**config.mk**
```make
export PLATFORM = sky130hd
export DESIGN_NAME = i2c_cmd_master
export DESIGN_NICKNAME = d
export VERILOG_FILES = /design/src/rtl/i2c_cmd_pkg.sv /design/src/rtl/i2c_cmd_pick.sv /design/src/rtl/i2c_cmd_baud.sv /design/src/rtl/i2c_cmd_engine.sv /design/src/rtl/i2c_cmd_master.sv
export SDC_FILE = /design/constraint.sdc
export NUM_CORES = 1
export LEC_CHECK = 0
export BUFFER_PORTS_ARGS = -buffer_cell sky130_fd_sc_hd__buf_2
export CAP_MARGIN = 20
export CORE_MARGIN = 4
export CORE_UTILIZATION = 40
export DETAILED_ROUTE_END_ITERATION = 16
export GPL_TIMING_DRIVEN = 0
export PLACE_DENSITY = 0.62
export SYNTH_ARGS = -nofsm -noshare
export SYNTH_HDL_FRONTEND = slang
export SYNTH_SLANG_ARGS = --single-unit
```
**constraint.sdc**
```tcl
create_clock -name clk -period 6.1 [get_ports clk]
set_clock_uncertainty 0.15 [all_clocks]
set_input_delay 1.22 -clock clk [delete_from_list [all_inputs] [get_ports clk]]
set_output_delay 1.22 -clock clk [all_outputs]
set_load 0.1 [all_outputs]
```
**src/rtl/i2c_cmd_pkg.sv**
```systemverilog
package i2c_cmd_pkg;

    localparam int NCMD = 5;

    // control register bit positions (priority follows bit order)
    localparam int B_START  = 0;
    localparam int B_RSTART = 1;
    localparam int B_STOP   = 2;
    localparam int B_RCEN   = 3;
    localparam int B_ACKEN  = 4;
    localparam int B_ACKDT  = 5;
    localparam int B_ACKST  = 6;
    localparam int B_GCEN   = 7;

    localparam logic [1:0] ADDR_CTRL = 2'd0;
    localparam logic [1:0] ADDR_DATA = 2'd1;
    localparam logic [1:0] ADDR_DIV  = 2'd2;

    typedef enum logic [2:0] {
        OP_NONE, OP_START, OP_RSTART, OP_STOP, OP_RX, OP_ACK, OP_TX
    } op_e;

    typedef enum logic [1:0] {
        ST_IDLE, ST_RUN, ST_DONE
    } st_e;

endpackage

```
**src/rtl/i2c_cmd_pick.sv**
```systemverilog
module i2c_cmd_pick
    import i2c_cmd_pkg::*;
(
    input  logic [NCMD-1:0] req,
    output logic [NCMD-1:0] grant,
    output op_e             op
);

    genvar i;
    for (i = 0; i < NCMD; i++) begin : g_pri
        if (i == 0) begin : g_first
            assign grant[i] = req[i];
        end else begin : g_rest
            assign grant[i] = req[i] & ~(|req[i-1:0]);
        end
    end

    always_comb begin
        op = OP_NONE;
        if (grant[B_START])       op = OP_START;
        else if (grant[B_RSTART]) op = OP_RSTART;
        else if (grant[B_STOP])   op = OP_STOP;
        else if (grant[B_RCEN])   op = OP_RX;
        else if (grant[B_ACKEN])  op = OP_ACK;
    end

endmodule

```
**src/rtl/i2c_cmd_baud.sv**
```systemverilog
module i2c_cmd_baud #(
    parameter int DIV_W = 8
) (
    input  logic             clk,
    input  logic             rst_n,
    input  logic             run,
    input  logic [DIV_W-1:0] div,
    output logic             tick
);

    logic [DIV_W-1:0] cnt_d, cnt_q;
    logic [DIV_W-1:0] lim;

    always_comb begin
        lim   = (div == '0) ? DIV_W'(1) : div;
        tick  = run && (cnt_q == lim);
        cnt_d = (!run || tick) ? '0 : cnt_q + DIV_W'(1);
    end

    always_ff @(posedge clk or negedge rst_n) begin
        if (!rst_n) cnt_q <= '0;
        else        cnt_q <= cnt_d;
    end

endmodule

```
**src/rtl/i2c_cmd_engine.sv**
```systemverilog
module i2c_cmd_engine
    import i2c_cmd_pkg::*;
(
    input  logic       clk,
    input  logic       rst_n,
    input  logic       launch,
    input  op_e        op_in,
    input  logic [7:0] tx_byte,
    input  logic       ack_bit,
    input  logic       abort,
    input  logic       tick,
    input  logic       sda_in,
    output logic       run,
    output logic       busy,
    output logic       done,
    output logic       scl_low,
    output logic       sda_low,
    output logic       ack_valid,
    output logic       ack_nack,
    output logic [7:0] shift_out,
    output op_e        op_cur
);

    typedef struct packed {
        st_e        st;
        op_e        op;
        logic [4:0] step;
        logic [7:0] sh;
        logic       scl_low;
        logic       sda_low;
        logic       ackv;
        logic       ackn;
        logic       ackbit;
    } eng_s;

    eng_s d, q;
    logic       is_byte;
    logic [4:0] last_step;
    logic       bit_low;

    always_comb begin
        is_byte   = (q.op == OP_TX) || (q.op == OP_RX) || (q.op == OP_ACK);
        case (q.op)
            OP_TX:   last_step = 5'd17;
            OP_RX:   last_step = 5'd15;
            default: last_step = 5'd1;
        endcase
        case (q.op)
            OP_TX:   bit_low = (q.step[4:1] < 4'd8) ? ~q.sh[7] : 1'b0;
            OP_ACK:  bit_low = ~q.ackbit;
            default: bit_low = 1'b0;
        endcase
    end

    always_comb begin
        d      = q;
        d.ackv = 1'b0;
        case (q.st)
            ST_IDLE: begin
                if (launch) begin
                    d.st   = ST_RUN;
                    d.op   = op_in;
                    d.step = '0;
                    case (op_in)
                        OP_START:  d.sda_low = 1'b1;
                        OP_RSTART: d.sda_low = 1'b0;
                        OP_STOP:   d.sda_low = 1'b1;
                        OP_TX: begin
                            d.sh      = tx_byte;
                            d.scl_low = 1'b1;
                        end
                        OP_RX: begin
                            d.sh      = '0;
                            d.scl_low = 1'b1;
                        end
                        OP_ACK: begin
                            d.ackbit  = ack_bit;
                            d.scl_low = 1'b1;
                        end
                        default: d.st = ST_IDLE;
                    endcase
                end
            end
            ST_RUN: begin
                if (abort && q.op == OP_RX) begin
                    d.st      = ST_IDLE;
                    d.op      = OP_NONE;
                    d.scl_low = 1'b1;
                    d.sda_low = 1'b0;
                end else begin
                    // data bit goes out one cycle after SCL fell
                    if (is_byte && !q.step[0] && q.scl_low)
                        d.sda_low = bit_low;
                    if (tick) begin
                        d.step = q.step + 5'd1;
                        case (q.op)
                            OP_START: begin
                                if (q.step == 5'd0) d.scl_low = 1'b1;
                                else                d.st      = ST_DONE;
                            end
                            OP_RSTART: begin
                                case (q.step)
                                    5'd0:    d.scl_low = 1'b0;
                                    5'd1:    d.sda_low = 1'b1;
                                    5'd2:    d.scl_low = 1'b1;
                                    default: d.st      = ST_DONE;
                                endcase
                            end
                            OP_STOP: begin
                                case (q.step)
                                    5'd0:    d.scl_low = 1'b0;
                                    5'd1:    d.sda_low = 1'b0;
                                    default: d.st      = ST_DONE;
                                endcase
                            end
                            default: begin
                                if (!q.step[0]) begin
                                    d.scl_low = 1'b0;
                                end else begin
                                    d.scl_low = 1'b1;
                                    if (q.op == OP_TX) begin
                                        d.sh = {q.sh[6:0], 1'b0};
                                        if (q.step == last_step) begin
                                            d.ackv = 1'b1;
                                            d.ackn = sda_in;
                                        end
                                    end else if (q.op == OP_RX) begin
                                        d.sh = {q.sh[6:0], sda_in};
                                    end
                                    if (q.step == last_step) d.st = ST_DONE;
                                end
                            end
                        endcase
                    end
                end
            end
            ST_DONE: begin
                d.st      = ST_IDLE;
                d.op      = OP_NONE;
                d.sda_low = 1'b0;
            end
            default: d.st = ST_IDLE;
        endcase
    end

    always_ff @(posedge clk or negedge rst_n) begin
        if (!rst_n) begin
            q <= '{st: ST_IDLE, op: OP_NONE, step: '0, sh: '0,
                   scl_low: 1'b0, sda_low: 1'b0, ackv: 1'b0, ackn: 1'b0,
                   ackbit: 1'b0};
        end else begin
            q <= d;
        end
    end

    assign run       = (q.st == ST_RUN);
    assign busy      = (q.st != ST_IDLE);
    assign done      = (q.st == ST_DONE);
    assign scl_low   = q.scl_low;
    assign sda_low   = q.sda_low;
    assign ack_valid = q.ackv;
    assign ack_nack  = q.ackn;
    assign shift_out = q.sh;
    assign op_cur    = q.op;

endmodule

```
**src/rtl/i2c_cmd_master.sv**
```systemverilog
module i2c_cmd_master
    import i2c_cmd_pkg::*;
#(
    parameter int          DIV_W     = 8,
    parameter int unsigned DIV_RESET = 3
) (
    input  logic       clk,
    input  logic       rst_n,
    input  logic       reg_wr,
    input  logic [1:0] reg_addr,
    input  logic [7:0] reg_wdata,
    output logic [7:0] reg_rdata,
    output logic       busy,
    output logic       irq,
    input  logic       sda_in,
    output logic       scl_oe,
    output logic       sda_oe
);

    typedef struct packed {
        logic             gcen;
        logic             ackst;
        logic             ackdt;
        logic [NCMD-1:0]  cmd;
        logic [DIV_W-1:0] div;
        logic [7:0]       rx;
    } regs_s;

    regs_s d, q;

    logic [NCMD-1:0] grant;
    op_e             pick_op;
    logic            wr_ctrl, wr_data, wr_div;
    logic            launch_cmd, launch_tx;
    logic            eng_launch, eng_abort;
    op_e             eng_op;
    logic            eng_run, eng_busy, eng_done, eng_tick;
    logic            ack_valid, ack_nack;
    logic [7:0]      shift_out;
    op_e             op_cur;
    logic [NCMD-1:0] cmd_bits;
    logic            byte_op;

    i2c_cmd_pick u_pick (
        .req   (reg_wdata[NCMD-1:0]),
        .grant (grant),
        .op    (pick_op)
    );

    i2c_cmd_baud #(.DIV_W(DIV_W)) u_baud (
        .clk   (clk),
        .rst_n (rst_n),
        .run   (eng_run),
        .div   (q.div),
        .tick  (eng_tick)
    );

    i2c_cmd_engine u_eng (
        .clk       (clk),
        .rst_n     (rst_n),
        .launch    (eng_launch),
        .op_in     (eng_op),
        .tx_byte   (reg_wdata),
        .ack_bit   (reg_wdata[B_ACKDT]),
        .abort     (eng_abort),
        .tick      (eng_tick),
        .sda_in    (sda_in),
        .run       (eng_run),
        .busy      (eng_busy),
        .done      (eng_done),
        .scl_low   (scl_oe),
        .sda_low   (sda_oe),
        .ack_valid (ack_valid),
        .ack_nack  (ack_nack),
        .shift_out (shift_out),
        .op_cur    (op_cur)
    );

    assign wr_ctrl    = reg_wr && (reg_addr == ADDR_CTRL);
    assign wr_data    = reg_wr && (reg_addr == ADDR_DATA);
    assign wr_div     = reg_wr && (reg_addr == ADDR_DIV);
    assign launch_cmd = wr_ctrl && !eng_busy && (|grant);
    assign launch_tx  = wr_data && !eng_busy;
    assign eng_launch = launch_cmd || launch_tx;
    assign eng_op     = launch_cmd ? pick_op : OP_TX;
    assign eng_abort  = wr_ctrl && eng_busy && q.cmd[B_RCEN] && !reg_wdata[B_RCEN];

    always_comb begin
        d = q;
        if (wr_ctrl) begin
            d.gcen  = reg_wdata[B_GCEN];
            d.ackdt = reg_wdata[B_ACKDT];
        end
        if (launch_cmd)          d.cmd = grant;
        if (eng_abort)           d.cmd[B_RCEN] = 1'b0;
        if (wr_div && !eng_busy) d.div = reg_wdata[DIV_W-1:0];
        if (ack_valid)           d.ackst = ack_nack;
        if (eng_done) begin
            d.cmd = '0;
            if (op_cur == OP_RX) d.rx = shift_out;
        end
    end

    always_ff @(posedge clk or negedge rst_n) begin
        if (!rst_n) begin
            q <= '{gcen: 1'b0, ackst: 1'b0, ackdt: 1'b0, cmd: '0,
                   div: DIV_W'(DIV_RESET), rx: '0};
        end else begin
            q <= d;
        end
    end

    always_comb begin
        case (reg_addr)
            ADDR_CTRL: reg_rdata = {q.gcen, q.ackst, q.ackdt, q.cmd};
            ADDR_DATA: reg_rdata = q.rx;
            ADDR_DIV:  reg_rdata = 8'(q.div);
            default:   reg_rdata = '0;
        endcase
    end

    assign busy     = eng_busy;
    assign irq      = eng_done;
    assign cmd_bits = q.cmd;
    assign byte_op  = (op_cur == OP_TX) || (op_cur == OP_RX) || (op_cur == OP_ACK);

endmodule

```
* After elaboration in Yosys (flattened, before gate mapping)
Cells that the tools add are included.
** Storage, ports and cells
- Register bits :: 55
- Input bits :: 14
- Output and inout port bits :: 12
** Cells by class
- Add/subtract/negate cells :: 2
- Magnitude comparators :: 1
- Eq/ne operators :: 39
- Muxes and demuxes :: 55
- Bitwise operators :: 12
- Reductions and logical operators :: 50
** Operator list (count)
- $mux W8 :: 6
- $mux W2 :: 14
- $pmux W14 S2 :: 1
- $pmux W8 S3 :: 1
- $mux W3 :: 7
- $reduce_and A7 Y1 :: 3
- $mux W20 :: 1
- $eq A3 B3 Y1 const B :: 6
- $mux W17 :: 1
- $pmux W8 S2 :: 1
- $logic_and A1 B1 Y1 :: 14
- $mux W13 :: 1
- $eq A3 B2 Y1 const B :: 4
- $ne A4 B3 Y1 const B :: 3
- $ne A6 B1 Y1 const B :: 2
- $reduce_or A3 Y1 :: 4
- $mux W1 :: 10
- $mux W5 :: 2
- $ne A2 B2 Y1 const B :: 5
- $pmux W5 S2 :: 1
- $ne A3 B3 Y1 const B :: 3
- $pmux W3 S3 :: 1
- $reduce_and A3 Y1 :: 3
- $add A8 B1 Y8 const B :: 1
- other kinds (33) :: 64

* Logic depth before layout (Yosys ltp)
Gate-level depths: netlist (run 1).
- Depth after elaboration :: 14
- Mapped depth :: 10
- Gate-level depth less buffers :: 8

* By module
A second synthesis (run 1) with hierarchy kept.
** Second synthesis, totals
- Cell total of the unflattened synthesis :: 347
- Area total of the unflattened synthesis :: 3520.9 µm²
** By module, submodules not included
- i2c_cmd_engine :: instances 1, cells an instance 180, area each 1707.9 µm²
- i2c_cmd_master :: instances 1, cells an instance 102, area each 1221.2 µm²
- i2c_cmd_baud :: instances 1, cells an instance 53, area each 515.5 µm²
- i2c_cmd_pick :: instances 1, cells an instance 12, area each 76.3 µm²

* Worst setup path after synthesis (run 1)
OpenSTA, ideal clock, no wires.
- Kind :: input to output
- Start :: input port reg_addr[1]
- End :: output port reg_rdata[0]
- Data arrival time :: 3868 ps
- Required time :: 4730 ps
- Slack :: 862 ps
- Stages on the path :: 3
- Path through :: buf_1 -> mux2i_1 -> o21ai_0
** Between the ends
- Cells in the longest elaborated chain, start to end :: 2
** Ends and longest elaborated chain
- start: declaration :: line i2c_cmd_master.sv:10 : input logic [1:0] reg_addr,
- $eq A2 B2 Y1, or another cell as far along :: line i2c_cmd_master.sv:114 : case (reg_addr)
- $pmux W8 S3 (*) :: line i2c_cmd_master.sv:114
- end: declaration :: line i2c_cmd_master.sv:12 : output logic [7:0] reg_rdata,
Every way passes the cells marked *; elsewhere a longest branch is shown, timed or not.

* Final worst setup path (run 1)
- Start :: input port reg_addr[1]
- End :: output port reg_rdata[3]
Same word-level chain as after synthesis.

==> results of run 1 <==
[layout make-up]
type / instances / area, sq um
Sequential cell: 55 / 1380
Fill cell: 755 / 4200
Buffer: 20 / 82.6
Timing Repair Buffer: 23 / 130
Clock inverter: 2 / 16.3
Multi-Input combinational cell: 237 / 1720
Inverter: 11 / 41.3
Clock buffer: 6 / 72.6
Tap cell: 102 / 128
[state kept, by name, summed over array words and instances, names as in the netlist]
signal           count
u_baud.cnt_q         8
u_eng.scl_low        1
u_eng.op_cur         3
u_eng.ack_nack       1
u_eng.ack_valid      1
u_eng.sda_low        1
cmd_bits             5
u_eng.q              8
u_eng.shift_out      8
q                   19
[cell usage in the layout, fill, tap and decap left out, drive strengths merged, types with 2 or more instances in the layout]
| cell | netlist | final |
|---|---|---|
| a211oi | 3 | 3 |
| a21oi | 17 | 17 |
| a22o | 7 | 7 |
| a31oi | 6 | 6 |
| a41o | 3 | 3 |
| a41oi | 2 | 2 |
| and2 | 4 | 4 |
| and3 | 5 | 5 |
| buf | 3 | 26 |
| clkbuf | 17 | 23 |
| dfrtp | 53 | 53 |
| dfstp | 2 | 2 |
| ha | 9 | 9 |
| inv | 11 | 12 |
| mux2 | 32 | 32 |
| mux2i | 10 | 10 |
| nand2 | 19 | 19 |
| nand2b | 7 | 7 |
| nand3 | 8 | 8 |
| nand4 | 4 | 4 |
| nor2 | 29 | 29 |
| nor2b | 4 | 4 |
| nor3 | 9 | 9 |
| nor3b | 3 | 3 |
| nor4 | 2 | 2 |
| nor4b | 2 | 2 |
| o21a | 3 | 3 |
| o21ai | 19 | 19 |
| or3 | 2 | 2 |
| or4 | 2 | 2 |
| xnor2 | 10 | 10 |
| xor2 | 3 | 3 |
[per-layer routing]
layer,global-route usage [%],vias up,part of all wire [%]
met5,0,-,0
met4,3.19,0,1.4
met3,2.57,8,4.0
li1,-,1214,-
met1,21.6,1212,47
met2,26.7,50,48
[worst max-delay path, delay by kind of cell]
family                 cells  cell delay (ps)
AND/OR/NAND/NOR            2              300
buffers and inverters      4             1210
AO/OA/AOI/OAI              1              120
[through the flow]
stage / hold WS, ps / setup slack, ps / power [mW] / util [%] / std cells
global placement: 330 / 1900 / 1.40 / 44.6 / 447
CTS: 361 / 1870 / 1.63 / 46.0 / 456
finish: 359 / 1870 / 1.62 / 46.0 / 456
detailed placement: 338 / 1880 / 1.42 / 44.8 / 448
floorplan: 325 / 862 / 1.23 / - / 323
global route: 377 / 1750 / 1.73 / 46.0 / 456
[how the worst max path moves through the flow]
stage	startpoint	end	slack, ps	cells after the start
after floorplan	reg_addr[1]	reg_rdata[0]	860	3
after global placement	reg_addr[1]	reg_rdata[3]	1900	7
after detailed placement	reg_addr[1]	reg_rdata[3]	1880	7
after CTS	reg_addr[1]	reg_rdata[3]	1870	7
after global routing	reg_addr[0]	reg_rdata[3]	1750	7
final	reg_addr[1]	reg_rdata[3]	1870	7
[cell families (layout without fill, tap and decap cells)]
group | Yosys count | after routing | synth area share (%)
AOI/OAI and AO/OA | 68 | 68 | 13.8
and+or+nand+nor | 105 | 105 | 17.4
adders and majority gates | 9 | 9 | 3.49
buffers and inverters | 31 | 62 | 3.84
DFF | 55 | 55 | 42.7
xor gates and xnor gates | 13 | 13 | 3.53
muxes | 42 | 42 | 15.2
[power breakdown]
group | total, mW | switching (mW) | internal (mW)
Sequential | 0.559 | 0.0912 | 0.468
Combinational | 0.853 | 0.537 | 0.316
Clock | 0.208 | 0.125 | 0.0829
Total | 1.62 | 0.753 | 0.866
==> metrics.md, run 1 <==
| Metric | Value |
|---|---|
| Status | finished clean |
| Register area share after synthesis | 42.7% |
| LEAKAGE | 1.61 nW |
| Starting DRC count in detailed routing | 108 |
| Fin crit period | 4230 ps |
| Layout cells sized above 1 | 19.8% |
| Syn. warnings | 0 |
| Most numerous cell in the Yosys netlist | dfrtp_1 |
| Crit Path Max Fanout | 10 |
| First-pass GRT wire length | 12600 um |
| CTS Buffer Depth | 2 |
| Initial core utilization | 41.5% |
| Worst slew pin tran | 707 ps |
| Peak Freq | 236 MHz |
| Die area | 9560 sq um |
| Syn avg cell area | 9.99 sq um |
| Post-route DRC violation count | 0 |
| Finished Cell Area | 3570 sq um |
| Arrival time at the worst endpoint | 2860 ps |
| CTS tree | yes |
| ANT cells | 0 |
| Final setup violation count | 0 |
| Nets | 376 |
| WL/cell | 16.4 um |
| Synth area leaders | dfrtp_1 (41%), mux2_2 (8.4%), mux2_4 (3.7%) |
| IO buf count | 22 |
| FF-to-FF setup slack | 3080 ps |
| Post-synth top cells | dfrtp_1 (53), nor2_1 (29), mux2_2 (24), nand2_1 (19), o21ai_0 (19) |
| Synth async-reset ratio | 100% |
| Core Region | 7770 sq um |
| Clk_lat worst skew | 310 ps |
| Top-area cell type share of the netlist area | 41.1% |
| Fin. max-slew vios | 0 |
| Post-detailed-route count of antenna-violating nets | 0 |
| Max incr delay on CP | 470 ps |
| Rel. slew slack | 52.8% |
| Initial antenna violation count | 0 |
| Vias in the first global route | 2531 |
| R2R Path End | u_eng.shift_out[0] |
| 1st-pass router iterations | 4 |
| Crit-path cells | buf_2, buf_1, nor2b_1, clkbuf_1, nand2_1, o21ai_0, buf_2 |
| Startpoint Class | input port |
| Hold_buf cts | 0 |
| CP dominant cell by count | buf_2 |
| Pin count of the biggest net entering global routing | 37 |
| Reg2Reg Depth | 7 |
| CTS Buf Count | 5 |
| Req. time, crit path | 4730 ps |
| Final worst path period share | 69.4% |
| Hold Crit Depth | 1 |
| Routed WL | 7490 um |
| Global route overflow | 0 |
| Layout area overhead | 10.7% |
| Final Wtd Congestion | 0.868 |
| Setup crit end kind | output pin |
| RSZ-0062 raised after global routing | no |
| PwrDens | 453 nW/um^2 |
| Sink Count | 55 |
| Reg clk slew, reported paths | 100 ps |
| Synth Cell Area | 3230 sq um |
| Hold path start | u_eng.ack_valid |
| H-tree Lvls | 2 |
| Yosys cell types | 50 |
| Via Count | 2484 |
| Seq cells post-synth | 55 |
| Gr usage total | 15.8% |
| Die W | 97.8 um |
| Sum Neg Setup Slack | 0 ps |
| Synth area leader | dfrtp_1 |
| Origin of the critical flop-to-flop path | q[13] |
| Min-delay worst type | flip-flop to flip-flop |
| Root Buffer | clkbuf_8 |
| Top_reg_cell synth | dfrtp_1 |
| Dpl cell area | 3480 sq um |
| Syn Inst Count | 323 |
| Dpl hpwl | 5710 um |
| Post-synthesis net count | 346 |
| IO Pins | 26 |
| Via density | 5.45 |
| Die H | 97.8 um |
| Max Cap Violations | 0 |
| Final Hold Vio Count | 0 |
| Post-cts sizing count | 0 |
| # rows | 32 |
| Post-synth EDFFs | 0 |
| Worst VDD drop | 0.000273 V |
| Worst Hold End | q[22] |
| Crit-path slowest cell | buf_2 |
| Setup Fix Bufs, Post-CTS | 0 |
| Crit Path Category | input port to output pin |
Note: power is estimated with default switching activity, not from simulation.
==> run 2: changes to the inputs <==
clock period = 4 ns   (was 6.1 ns; I/O delays follow)
==> metrics.md, run 2 (same netlist as run 1, synthesis figures left out) <==
| Metric | Value |
|---|---|
| Status | finished clean |
| Origin of the critical flop-to-flop path | q[13] |
| Nets | 376 |
| Req. time, crit path | 3050 ps |
| Root Buffer | clkbuf_8 |
| Post-route DRC violation count | 0 |
| Register Area | 1380 sq um |
| Max reg flops | 19 |
| Setup Fix Bufs, Post-CTS | 0 |
| Most common cell after layout, fill and taps aside | dfrtp_1 |
| Layout area overhead | 11.0% |
| Worst hold slack | 239 ps |
| CTS tree | yes |
| Dpl hpwl | 5670 um |
| Via density | 5.53 |
| Post-detailed-route count of antenna-violating nets | 0 |
| CTS Buf Count | 5 |
| IO buf count | 22 |
| Reg2Reg Depth | 7 |
| Crit-path cells | buf_2, clkbuf_1, nor2b_1, clkbuf_1, nand2_1, o21ai_1, buf_2 |
| WL/cell | 16.7 um |
| Crit Path Max Fanout | 10 |
| Hold_buf cts | 0 |
| PwrDens | 696 nW/um^2 |
| Final Wtd Congestion | 0.827 |
| H-tree Lvls | 2 |
| Core Region | 7770 sq um |
| Gr usage total | 16.3% |
| Worst slew pin tran | 724 ps |
| LEAKAGE | 1.62 nW |
| Post-cts sizing count | 0 |
| ANT cells | 0 |
| Arrival time at the worst endpoint | 2370 ps |
| Final Power | 2.49 mW |
| Most frequent cells in the layout | dfrtp_1 (53), nor2_1 (29), mux2_2 (24) |
| Reg clk slew, reported paths | 110 ps |
| Vias in the first global route | 2504 |
| Pin count of the biggest net entering global routing | 39 |
| Initial core utilization | 41.5% |
| Fin crit period | 3320 ps |
| Final setup violation count | 0 |
| CP Launch Point | reg_addr[0] |
| Area of the multi-input gates | 1720 sq um |
| Max Cap Violations | 0 |
| Initial antenna violation count | 0 |
| Rel. slew slack | 51.3% |
| Sink Count | 55 |
| RSZ-0062 raised after global routing | no |
| Die H | 97.8 um |
| Crit Path Category | input port to output pin |
| Die area | 9560 sq um |
| First-pass GRT wire length | 12700 um |
| Largest Register | q |
| Worst VDD drop | 0.000397 V |
| Sum Neg Setup Slack | 0 ps |
| Startpoint Class | input port |
| Clk_lat worst skew | 330 ps |
| CTS Buffer Depth | 2 |
| Final Hold Vio Count | 0 |
| Starting DRC count in detailed routing | 163 |
| Global route overflow | 0 |
| # rows | 32 |
| Layout cells sized above 1 | 20.1% |
| Crit-path slowest cell | buf_2 |
| Final worst path period share | 82.9% |
| Via Count | 2522 |
| Die W | 97.8 um |
| Peak Freq | 301 MHz |
| Fill cells | 762 |
| Routed WL | 7600 um |
| IO Pins | 26 |
| Fin. max-slew vios | 0 |
| Min-delay worst type | input port to async pin |
| Setup crit end kind | output pin |
| 1st-pass router iterations | 5 |
| Max incr delay on CP | 450 ps |
-- run 2: changes by cell type in the layout (fill, tap and decap cells not counted) --
| cell | before | now |
|---|---|---|
| o21ai_1 | 0 | 8 |
| o21ai_0 | 19 | 11 |
| inv_8 | 0 | 1 |
| clkbuf_1 | 18 | 17 |
-- run 2: power breakdown --
group          total [mW]  internal (mW)  switching (mW)
Sequential          0.855          0.713           0.142
Combinational        1.30          0.482           0.819
Clock               0.337          0.130           0.206
-- run 2: cell type report --
class / instances / area share, %
Multi-Input combinational cell: 237 / 48.1
Sequential cell: 55 / 38.5
Timing Repair Buffer: 23 / 3.64
Tap cell: 102 / 3.57
Buffer: 20 / 2.31
Clock buffer: 5 / 1.92
Inverter: 11 / 1.15
Clock inverter: 3 / 0.769
-- run 2: worst paths after layout --
check | endpoint | slack, ps
setup / recovery | reg_rdata[1] | 680
hold / removal | u_eng.shift_out[5] | 240
setup reg to reg | u_eng.shift_out[7] | 1010
hold reg to reg | q[22] | 360
max in group asynchronous | q[8] | 2850
min in group clk | q[22] | 360
-- run 2: routing by layer --
layer | vias up | share of wire [%] | routed length (um) | GRT usage [%]
met1 | 1232 | 47 | 3600 | 22.8
li1 | 1216 | - | - | -
met2 | 69 | 47 | 3540 | 26.0
met5 | - | 0 | 0 | 0
met3 | 5 | 5.2 | 398 | 3.71
met4 | 0 | 0.78 | 59 | 3.30
-- run 2: metrics by stage --
stage	setup WS, ps	instance area (sq um)	std cells	util [%]
3_3_place_gp	725	3460	447	44.6
3_5_place_dp	713	3480	448	44.8
5_1_grt	485	3580	456	46.1
4_1_cts	706	3580	456	46.1
6_report	682	3580	456	46.1
2_1_floorplan	352	3230	323	-
-- run 2: worst max-delay path, delay by kind of cell --
kind | cells | cell delay, ps
AOI/OAI and AO/OA | 1 | 110
buffers and inverters | 4 | 1160
and+or+nand+nor | 2 | 300
